==> src/rtl/dmairq_pkg.sv <==
package dmairq_pkg;

  localparam int unsigned REG_W         = 32;
  localparam logic [7:0]  OFS_ENABLE    = 8'hF0;
  localparam logic [7:0]  OFS_IRQREG    = 8'hF4;
  localparam logic [7:0]  OFS_CTL_BASE  = 8'h88;
  localparam int unsigned OFS_CTL_STEP  = 16;

  localparam int unsigned AUX_W         = 6;
  localparam int unsigned BIT_BUSERR    = 15;
  localparam int unsigned IEN_LSB       = 16;
  localparam int unsigned BIT_GLOBAL    = 23;
  localparam int unsigned FLAG_LSB      = 24;
  localparam int unsigned BIT_SENT      = 31;
  localparam int unsigned MAX_CH        = 7;

  localparam int unsigned CTL_GO_BIT    = 24;
  localparam int unsigned ENA_FIRST     = 3;
  localparam int unsigned ENA_STEP      = 4;

  function automatic logic [REG_W-1:0] irq_wmask(input int unsigned nch);
    logic [REG_W-1:0] m;
    m = '0;
    m[AUX_W-1:0]  = '1;
    m[BIT_BUSERR] = 1'b1;
    m[BIT_GLOBAL] = 1'b1;
    for (int unsigned i = 0; i < nch; i++) m[IEN_LSB+i] = 1'b1;
    return m;
  endfunction

  function automatic logic [REG_W-1:0] irq_fmask(input int unsigned nch);
    logic [REG_W-1:0] m;
    m = '0;
    for (int unsigned i = 0; i < nch; i++) m[FLAG_LSB+i] = 1'b1;
    return m;
  endfunction

  function automatic logic [7:0] ctl_offset(input int unsigned idx);
    return OFS_CTL_BASE + 8'(idx * OFS_CTL_STEP);
  endfunction

endpackage

==> src/rtl/dmairq_rstsync.sv <==
module dmairq_rstsync (
  input  logic clk,
  input  logic rst_n,
  output logic rst_n_sync
);
  logic [1:0] sync_q;

  always_ff @(posedge clk or negedge rst_n) begin
    if (!rst_n) sync_q <= 2'b00;
    else        sync_q <= {sync_q[0], 1'b1};
  end

  assign rst_n_sync = sync_q[1];
endmodule

==> src/rtl/dmairq_irqreg.sv <==
module dmairq_irqreg
  import dmairq_pkg::*;
#(
  parameter int unsigned NUM_CH = 7
) (
  input  logic              clk,
  input  logic              rst_n,
  input  logic              wr_hit,
  input  logic [REG_W-1:0]  wr_data,
  input  logic [NUM_CH-1:0] done,
  output logic [REG_W-1:0]  irq_reg,
  output logic              irq_pulse
);
  localparam logic [REG_W-1:0] WMASK = irq_wmask(NUM_CH);
  localparam logic [REG_W-1:0] FMASK = irq_fmask(NUM_CH);
  localparam logic [REG_W-1:0] SMASK = REG_W'(1) << BIT_SENT;
  localparam logic [REG_W-1:0] DEFINED = WMASK | FMASK | SMASK;

  logic [REG_W-1:0]  reg_q, reg_d, base_w;
  logic [NUM_CH-1:0] ien_w, flag_w;
  logic              cond_w, pulse_d, pulse_q, upd_en;

  // next-state: write merge, completion flags, condition and sent latch
  always_comb begin
    base_w = reg_q & ~SMASK;
    if (wr_hit) base_w = (wr_data & WMASK) | (reg_q & ~wr_data & FMASK);
    ien_w  = base_w[IEN_LSB +: NUM_CH];
    flag_w = base_w[FLAG_LSB +: NUM_CH] | (done & ien_w);
    reg_d  = base_w & ~FMASK;
    reg_d[FLAG_LSB +: NUM_CH] = flag_w;
    cond_w = (reg_d[BIT_GLOBAL] && (|flag_w)) || reg_d[BIT_BUSERR];
    reg_d[BIT_SENT] = cond_w;
    pulse_d = cond_w && !reg_q[BIT_SENT];
  end

  assign upd_en = wr_hit | (|done);

  always_ff @(posedge clk or negedge rst_n) begin
    if (!rst_n)      reg_q <= '0;
    else if (upd_en) reg_q <= reg_d;
  end

  always_ff @(posedge clk or negedge rst_n) begin
    if (!rst_n) pulse_q <= 1'b0;
    else        pulse_q <= upd_en & pulse_d;
  end

  assign irq_reg   = reg_q;
  assign irq_pulse = pulse_q;

  AST_PULSE_WITH_SENT: assert property (@(posedge clk) disable iff (!rst_n)
    pulse_q |-> reg_q[BIT_SENT]);
  AST_NO_REPEAT_PULSE: assert property (@(posedge clk) disable iff (!rst_n)
    pulse_q |=> !pulse_q);
  AST_SENT_IS_COND: assert property (@(posedge clk) disable iff (!rst_n)
    reg_q[BIT_SENT] == ((reg_q[BIT_GLOBAL] && (|reg_q[FLAG_LSB +: NUM_CH]))
                        || reg_q[BIT_BUSERR]));
  AST_FLAG_NEEDS_IEN: assert property (@(posedge clk) disable iff (!rst_n)
    ((reg_q[FLAG_LSB +: NUM_CH] & ~$past(reg_q[FLAG_LSB +: NUM_CH])
      & ~reg_q[IEN_LSB +: NUM_CH]) == '0));
  AST_RSVD_ZERO: assert property (@(posedge clk) disable iff (!rst_n)
    (reg_q & ~DEFINED) == '0);
endmodule

==> src/rtl/dmairq_chan.sv <==
module dmairq_chan
  import dmairq_pkg::*;
#(
  parameter int unsigned ADDR_W = 8,
  parameter int unsigned IDX    = 0
) (
  input  logic              clk,
  input  logic              rst_n,
  input  logic              wr_en,
  input  logic [ADDR_W-1:0] wr_addr,
  input  logic [REG_W-1:0]  wr_data,
  input  logic              chan_ena,
  output logic [REG_W-1:0]  ctl,
  output logic              start
);
  localparam logic [ADDR_W-1:0] MY_OFS = ADDR_W'(ctl_offset(IDX));

  logic [REG_W-1:0] ctl_q;
  logic             hit_w, start_d, start_q;

  always_comb begin
    hit_w   = wr_en && (wr_addr == MY_OFS);
    start_d = hit_w && wr_data[CTL_GO_BIT] && chan_ena;
  end

  always_ff @(posedge clk or negedge rst_n) begin
    if (!rst_n)     ctl_q <= '0;
    else if (hit_w) ctl_q <= wr_data;
  end

  always_ff @(posedge clk or negedge rst_n) begin
    if (!rst_n) start_q <= 1'b0;
    else        start_q <= start_d;
  end

  assign ctl   = ctl_q;
  assign start = start_q;

  AST_START_HAS_GO: assert property (@(posedge clk) disable iff (!rst_n)
    start_q |-> ctl_q[CTL_GO_BIT]);
  AST_START_NEEDS_ENA: assert property (@(posedge clk) disable iff (!rst_n)
    start_q |-> $past(chan_ena));
  AST_START_SINGLE: assert property (@(posedge clk) disable iff (!rst_n)
    (start_q && !$past(hit_w, 1)) |-> 1'b0);
endmodule

==> src/rtl/dmairq_ctrl.sv <==
module dmairq_ctrl
  import dmairq_pkg::*;
#(
  parameter int unsigned NUM_CH = 7,
  parameter int unsigned ADDR_W = 8
) (
  input  logic              clk,
  input  logic              rst_n,
  input  logic              wr_en,
  input  logic [ADDR_W-1:0] wr_addr,
  input  logic [31:0]       wr_data,
  input  logic [ADDR_W-1:0] rd_addr,
  output logic [31:0]       rd_data,
  input  logic [NUM_CH-1:0] ch_done,
  output logic [NUM_CH-1:0] ch_start,
  output logic              irq_req
);
  localparam logic [ADDR_W-1:0] A_ENABLE = ADDR_W'(OFS_ENABLE);
  localparam logic [ADDR_W-1:0] A_IRQREG = ADDR_W'(OFS_IRQREG);

  logic                         rst_n_i;
  logic [REG_W-1:0]             ena_q;
  logic [REG_W-1:0]             irq_reg_w;
  logic [NUM_CH-1:0][REG_W-1:0] ctl_w;
  logic                         ena_hit, irq_hit;

  dmairq_rstsync u_rst (
    .clk        (clk),
    .rst_n      (rst_n),
    .rst_n_sync (rst_n_i)
  );

  always_comb begin
    ena_hit = wr_en && (wr_addr == A_ENABLE);
    irq_hit = wr_en && (wr_addr == A_IRQREG);
  end

  always_ff @(posedge clk or negedge rst_n_i) begin
    if (!rst_n_i)     ena_q <= '0;
    else if (ena_hit) ena_q <= wr_data;
  end

  dmairq_irqreg #(.NUM_CH(NUM_CH)) u_irq (
    .clk       (clk),
    .rst_n     (rst_n_i),
    .wr_hit    (irq_hit),
    .wr_data   (wr_data),
    .done      (ch_done),
    .irq_reg   (irq_reg_w),
    .irq_pulse (irq_req)
  );

  for (genvar g = 0; g < NUM_CH; g++) begin : g_chan
    dmairq_chan #(.ADDR_W(ADDR_W), .IDX(g)) u_chan (
      .clk      (clk),
      .rst_n    (rst_n_i),
      .wr_en    (wr_en),
      .wr_addr  (wr_addr),
      .wr_data  (wr_data),
      .chan_ena (ena_q[ENA_FIRST + ENA_STEP*g]),
      .ctl      (ctl_w[g]),
      .start    (ch_start[g])
    );
  end

  always_comb begin
    rd_data = '0;
    if (rd_addr == A_ENABLE)      rd_data = ena_q;
    else if (rd_addr == A_IRQREG) rd_data = irq_reg_w;
    for (int unsigned i = 0; i < NUM_CH; i++) begin
      if (rd_addr == ADDR_W'(ctl_offset(i))) rd_data = ctl_w[i];
    end
  end

  initial begin
    AST_CH_COUNT: assert (NUM_CH >= 1 && NUM_CH <= MAX_CH && ADDR_W >= 8);
  end

  AST_RESET_QUIET: assert property (@(posedge clk) disable iff (!rst_n_i)
    $rose(rst_n_i) |-> (ch_start == '0 && !irq_req));
endmodule

==> config.mk <==
export PLATFORM = sky130hd
export DESIGN_NAME = dmairq_ctrl
export DESIGN_NICKNAME = d
export VERILOG_FILES = /design/src/rtl/dmairq_pkg.sv /design/src/rtl/dmairq_rstsync.sv /design/src/rtl/dmairq_irqreg.sv /design/src/rtl/dmairq_chan.sv /design/src/rtl/dmairq_ctrl.sv
export SDC_FILE = /design/constraint.sdc
export NUM_CORES = 1
export LEC_CHECK = 0
export BUFFER_PORTS_ARGS = -buffer_cell sky130_fd_sc_hd__buf_2
export CAP_MARGIN = 10
export CORE_ASPECT_RATIO = 0.75
export CORE_UTILIZATION = 45
export DETAILED_ROUTE_END_ITERATION = 8
export GPL_ROUTABILITY_DRIVEN = 0
export GPL_TIMING_DRIVEN = 0
export HOLD_SLACK_MARGIN = 0.02
export PLACE_DENSITY_LB_ADDON = 0.3
export SLEW_MARGIN = 10
export SYNTH_ARGS = -nofsm -noshare
export SYNTH_HDL_FRONTEND = slang
export SYNTH_SLANG_ARGS = --single-unit
==> constraint.sdc <==
create_clock -name clk -period 11.2 [get_ports clk]
set_clock_uncertainty 0.2 [all_clocks]
set_input_delay 3.36 -clock clk [delete_from_list [all_inputs] [get_ports clk]]
set_output_delay 3.36 -clock clk [all_outputs]
set_load 0.005 [all_outputs]
* After elaboration in Yosys (flattened, before gate mapping) *
Cells that the tools add are included.

storage, ports and cells
  bits in registers = 298
  input port bits = 58
  output and inout bits = 40
  logic and storage cells = 84

operators by class
  equal/unequal tests = 18
  mux-type cells = 10
  bitwise logic cells = 7
  reductions and logical operators = 30

operators with widths
  operator              count
  $mux W32              9
  $eq A8 B8 Y1 const B  18
  $and A31 B31 Y31      1
  $mux W31              1
  $not A31 Y31          1
  $or A24 B31 Y31       1
  $logic_and A1 B1 Y1   25
  $reduce_or A7 Y1      2
  $and A7 B7 Y7         1
  $or A7 B7 Y7          1
  $reduce_and A2 Y1     1
  $and A1 B1 Y1         1
  $logic_not A1 Y1      1
  $logic_or A1 B1 Y1    1
  $or A1 B1 Y1          1

* Depth between registers and ports, before layout *
  depth in word-level cells = 11
  depth in mapped cells = 9
  gate-level depth less buffers = 6

* Modules after synthesis *
From an unflattened synthesis, not the netlist that was laid out.

second synthesis, totals
  cells, all modules = 1096
  area, all modules = 14915.6 um^2

by module, submodules not included
  module                              instances  cells an instance  area an instance (um^2)  sequential area each (um^2)
  dmairq_chan (g_chan[1].u_chan ...)  3          73                 1398.8                   825.8
  dmairq_ctrl                         1          483                3902.5                   800.8
  dmairq_chan (g_chan[5].u_chan ...)  2          73                 1396.3                   825.8
  dmairq_chan (g_chan[3].u_chan)      1          73                 1401.3                   825.8
  dmairq_chan (g_chan[0].u_chan)      1          74                 1396.3                   825.8
  dmairq_irqreg                       1          98                 1172.4                   600.6
  dmairq_rstsync                      1          3                  53.8                     50.0

* Worst setup path before layout *
No wires, ideal clock.

  kind = input port to output port
  start point = in rd_addr[1]
  end point = out rd_data[19]
  data arrival time = 4.861 ns
  required time = 7.640 ns
  slack = 2.779 ns
  stages on the path = 8
  path buffers = 2
  cells stage by stage = or2_4 or4_4 buf_6 buf_8 o22ai_2 o21ai_1 a32oi_1 a221o_1

between the ends
  word-level cells in the longest chain between the ends = 10
  elaborated cells between the ends (all ways) = 18
  classes of those cells = 9 x eq/ne; 9 x mux

ends and longest elaborated chain
  element                 line               RTL
  from (decl)             dmairq_ctrl.sv:12  input logic [ADDR_W-1:0] rd_addr,
  $eq A8 B8 Y1            dmairq_ctrl.sv:69  else if (rd_addr == A_IRQREG) rd_data = irq_reg_w;
  $mux W32                dmairq_ctrl.sv:69
  $mux W32                dmairq_ctrl.sv:68  if (rd_addr == A_ENABLE) rd_data = ena_q;
  $mux W32 (6 in series)  dmairq_ctrl.sv:71  if (rd_addr == ADDR_W'(ctl_offset(i))) rd_data = ctl_w[i];
  $mux W32 (*)            dmairq_ctrl.sv:71
  to (decl)               dmairq_ctrl.sv:13  output logic [31:0] rd_data,

Every way passes the cells marked *; elsewhere a longest branch is shown, timed or not.

* Worst setup path in the final report *
  start point = in rd_addr[5]
  end point = out rd_data[15]

The elaborated chain is that of the path after synthesis.

==> flow_summary.yaml <==
cells_and_area:
  layout_commonest_cell: "dfrtp_1"
  utilization: 0.526
  seq_area_sq_um: 7240
  area_delta_synth_final_pct: 14.8
  finalNetCount: 1285
  finalNonFillerCells: 1640
  num-fill-cells: 2620
  multi_input_area_sq_um: 5590
  largest_reg_flops: 224
  finalInstanceArea_sq_um: 15300
  final_cell_mix: "dfrtp_1 (288), mux2_2 (235), buf_2 (115), nand2_1 (93), o21ai_0 (61)"
  n_antenna_cell: 0
  drive_above_1_share: 0.342
timing:
  rsz0062_at_grt: "no"
  max_freq_mhz: 103
  slew_violations: 0
  worst_slew_pin_slew_ns: 1.13
  whs_ns: 0.153
  hold_violations: 0
  setup_violations: 0
  finalCriticalPeriod_ns: 9.72
  relSlewSlack: 0.248
  period_share: 0.867
die:
  die_area_sq_um: 30300
  num_rows: 54
  core-area_sq_um: 29100
  start_util: 0.458
  die_h_um: 151
  ios: 98
  fp.dieW_um: 201
global_route:
  grt_antenna_before_repair: 1
  grt_pass1_vias: 9758
  grt_max_degree: 64
  grt_remaining_overflow: 0
  grt_use_total: 0.272
  grt_pass1_wl_um: 61000
logic_synthesis:
  synthTopCellsByArea: "dfrtp_1 (54%), mux2_2 (20%), mux2i_1 (2.9%)"
  synth-async-reset-ratio: 1.00
  yosys_warnings: 0
  synth_edf_count: 0
  ys_types: 53
  synthFlopType: "dfrtp_1"
  synthesis.nets: 1165
  avgSynthCellArea_sq_um: 12.0
  ys_seq_area_frac: 0.543
  synth_area_leader_cell: "dfrtp_1"
  netlist_area_sq_um: 13300
  synth_seq_cells: 289
  synthCells: 1107
  synth_top_cell_area_share: 0.543
worst_setup_path:
  crit_type: "in2out"
  crit_slowest_cell: "nor2_1"
  cpPeakStageDelay_ns: 0.81
  required_ns: 7.64
  cp_data_arrival_time_ns: 6.16
  regToRegSetupSlack_ns: 9.48
  path_max_fanout: 10
  end_kind: "primary output"
  worstPathCellList: "buf_2 -> clkbuf_1 -> nand2_1 -> nor2_1 -> buf_2 -> a22oi_1 -> o21ai_1 -> buf_2"
  critical_path.most_common_cell: "buf_2"
  crit-reg2reg-capture: "ena_q[24]"
  critPathCapture: "rd_data[15]"
  r2r_start: "u_rst.sync_q[1]"
  cp-start-kind: "input pin"
  startpoint: "rd_addr[5]"
  rr_worst_depth: 2
clocking:
  clk_latency_ns: 0.56
  post_cts_buffers: 0
  clock_path_buffers: 3
  ctsHtreeMaxLevel: 1
  root_buffer: "clkbuf_16"
  ctsHoldBuffers: 0
  cts_tree: "done"
  clkTransAtPathRegs_ns: 0.06
  clock-sinks: 289
  cts_resized: 0
  cts_buffers: 28
drt:
  final_antenna_net_count: 0
  via_per_inst: 5.93
  totalWireLength_um: 40100
  first_pass_iters: 5
  drc: 0
  vias: 9727
  drt-initial-drc-count: 882
  wl_per_cell_um: 24.5
place:
  port_buffers: 86
  dp_hpwl_um: 27200
  post-place-cells: 1589
  placed_area_sq_um: 14400
power_and_ir_drop:
  power.density_nw_per_um2: 150
  vdd_drop_max_mv: 0.126
  p_leak_nw: 7.39
run:
  drv_cap: 0
outcome:
  status: "finished clean"
min_path:
  hold_path.class: "reg2reg"
## area by class of cell
type | instances | share of cell area
clock buffers | 49 | 0.0589
well taps | 392 | 0.0321
flip-flops and latches | 289 | 0.473
inverters | 19 | 0.00466
repair buffers | 90 | 0.0353
clock inverters | 2 | 0.00229
multi-input cells | 709 | 0.366
plain buffers | 90 | 0.0280
## worst min-delay path by stage
stage                    startpoint               to  slack [ns]  cells past startpoint
floorplan           u_rst.sync_q[0]  u_rst.sync_q[1]        0.13                      0
global placement    u_rst.sync_q[0]  u_rst.sync_q[1]        0.14                      0
finish              u_rst.sync_q[0]  u_rst.sync_q[1]        0.15                      0
global route        u_rst.sync_q[0]  u_rst.sync_q[1]        0.17                      0
detailed placement  u_rst.sync_q[0]  u_rst.sync_q[1]        0.14                      0
CTS                 u_rst.sync_q[0]  u_rst.sync_q[1]        0.16                      0
## cell usage after synthesis (3+ instances only)
library cell / n
a32oi_1: 9
buf_1: 8
and2_1: 3
mux2i_1: 39
nand2_1: 93
dfrtp_1: 289
o22ai_1: 26
mux2_2: 235
or3_1: 5
nor2b_1: 11
buf_2: 29
inv_1: 18
a21oi_1: 26
a221o_1: 13
o2bb2ai_1: 3
o21ai_0: 62
nand3_1: 4
and3_1: 4
buf_4: 7
o22ai_2: 5
clkbuf_1: 42
a2bb2oi_1: 10
o21ai_1: 40
nor2_1: 45
mux4_2: 4
a221oi_1: 8
nor3_1: 6
a22oi_1: 29
## metal layers
layer / part of all wire / global-route usage / wire (um)
met1: 0.45 / 0.389 / 18200
met2: 0.44 / 0.416 / 17700
met3: 0.081 / 0.0654 / 3250
met4: 0.025 / 0.0706 / 987
met5: 0.00020 / 0 / 8
## logic make-up after synthesis
| group | share of synthesized area |
|---|---|
| muxes | 0.236 |
| other | 0.000282 |
| and+or+nand+nor | 0.0659 |
| DFF | 0.543 |
| buffers and inverters | 0.0375 |
| AOI/OAI and AO/OA | 0.118 |
## where the power goes
part / leakage, nW / switching (mW) / internal (mW)
registers: 3.93 / 0.0427 / 1.10
clock network: 0.459 / 0.405 / 0.563
logic: 3.00 / 0.105 / 0.0770
total: 7.39 / 0.553 / 1.74
## stage by stage
step,setup slack (ns),power (mW),setup TNS [ns]
2_1_floorplan,2.35,1.27,0
3_3_place_gp,-1.08,1.33,-301.00
3_5_place_dp,1.57,1.34,0
4_1_cts,1.57,2.30,0
5_1_grt,1.39,2.38,0
6_report,1.48,2.30,0
## critical path: cells and delay by family
kind                   cells  cell delay [ns]
AOI/OAI and AO/OA          2             0.28
buffers and inverters      4             1.33
and+or+nand+nor            2             1.17
Note: power is estimated with default switching activity, not from simulation.
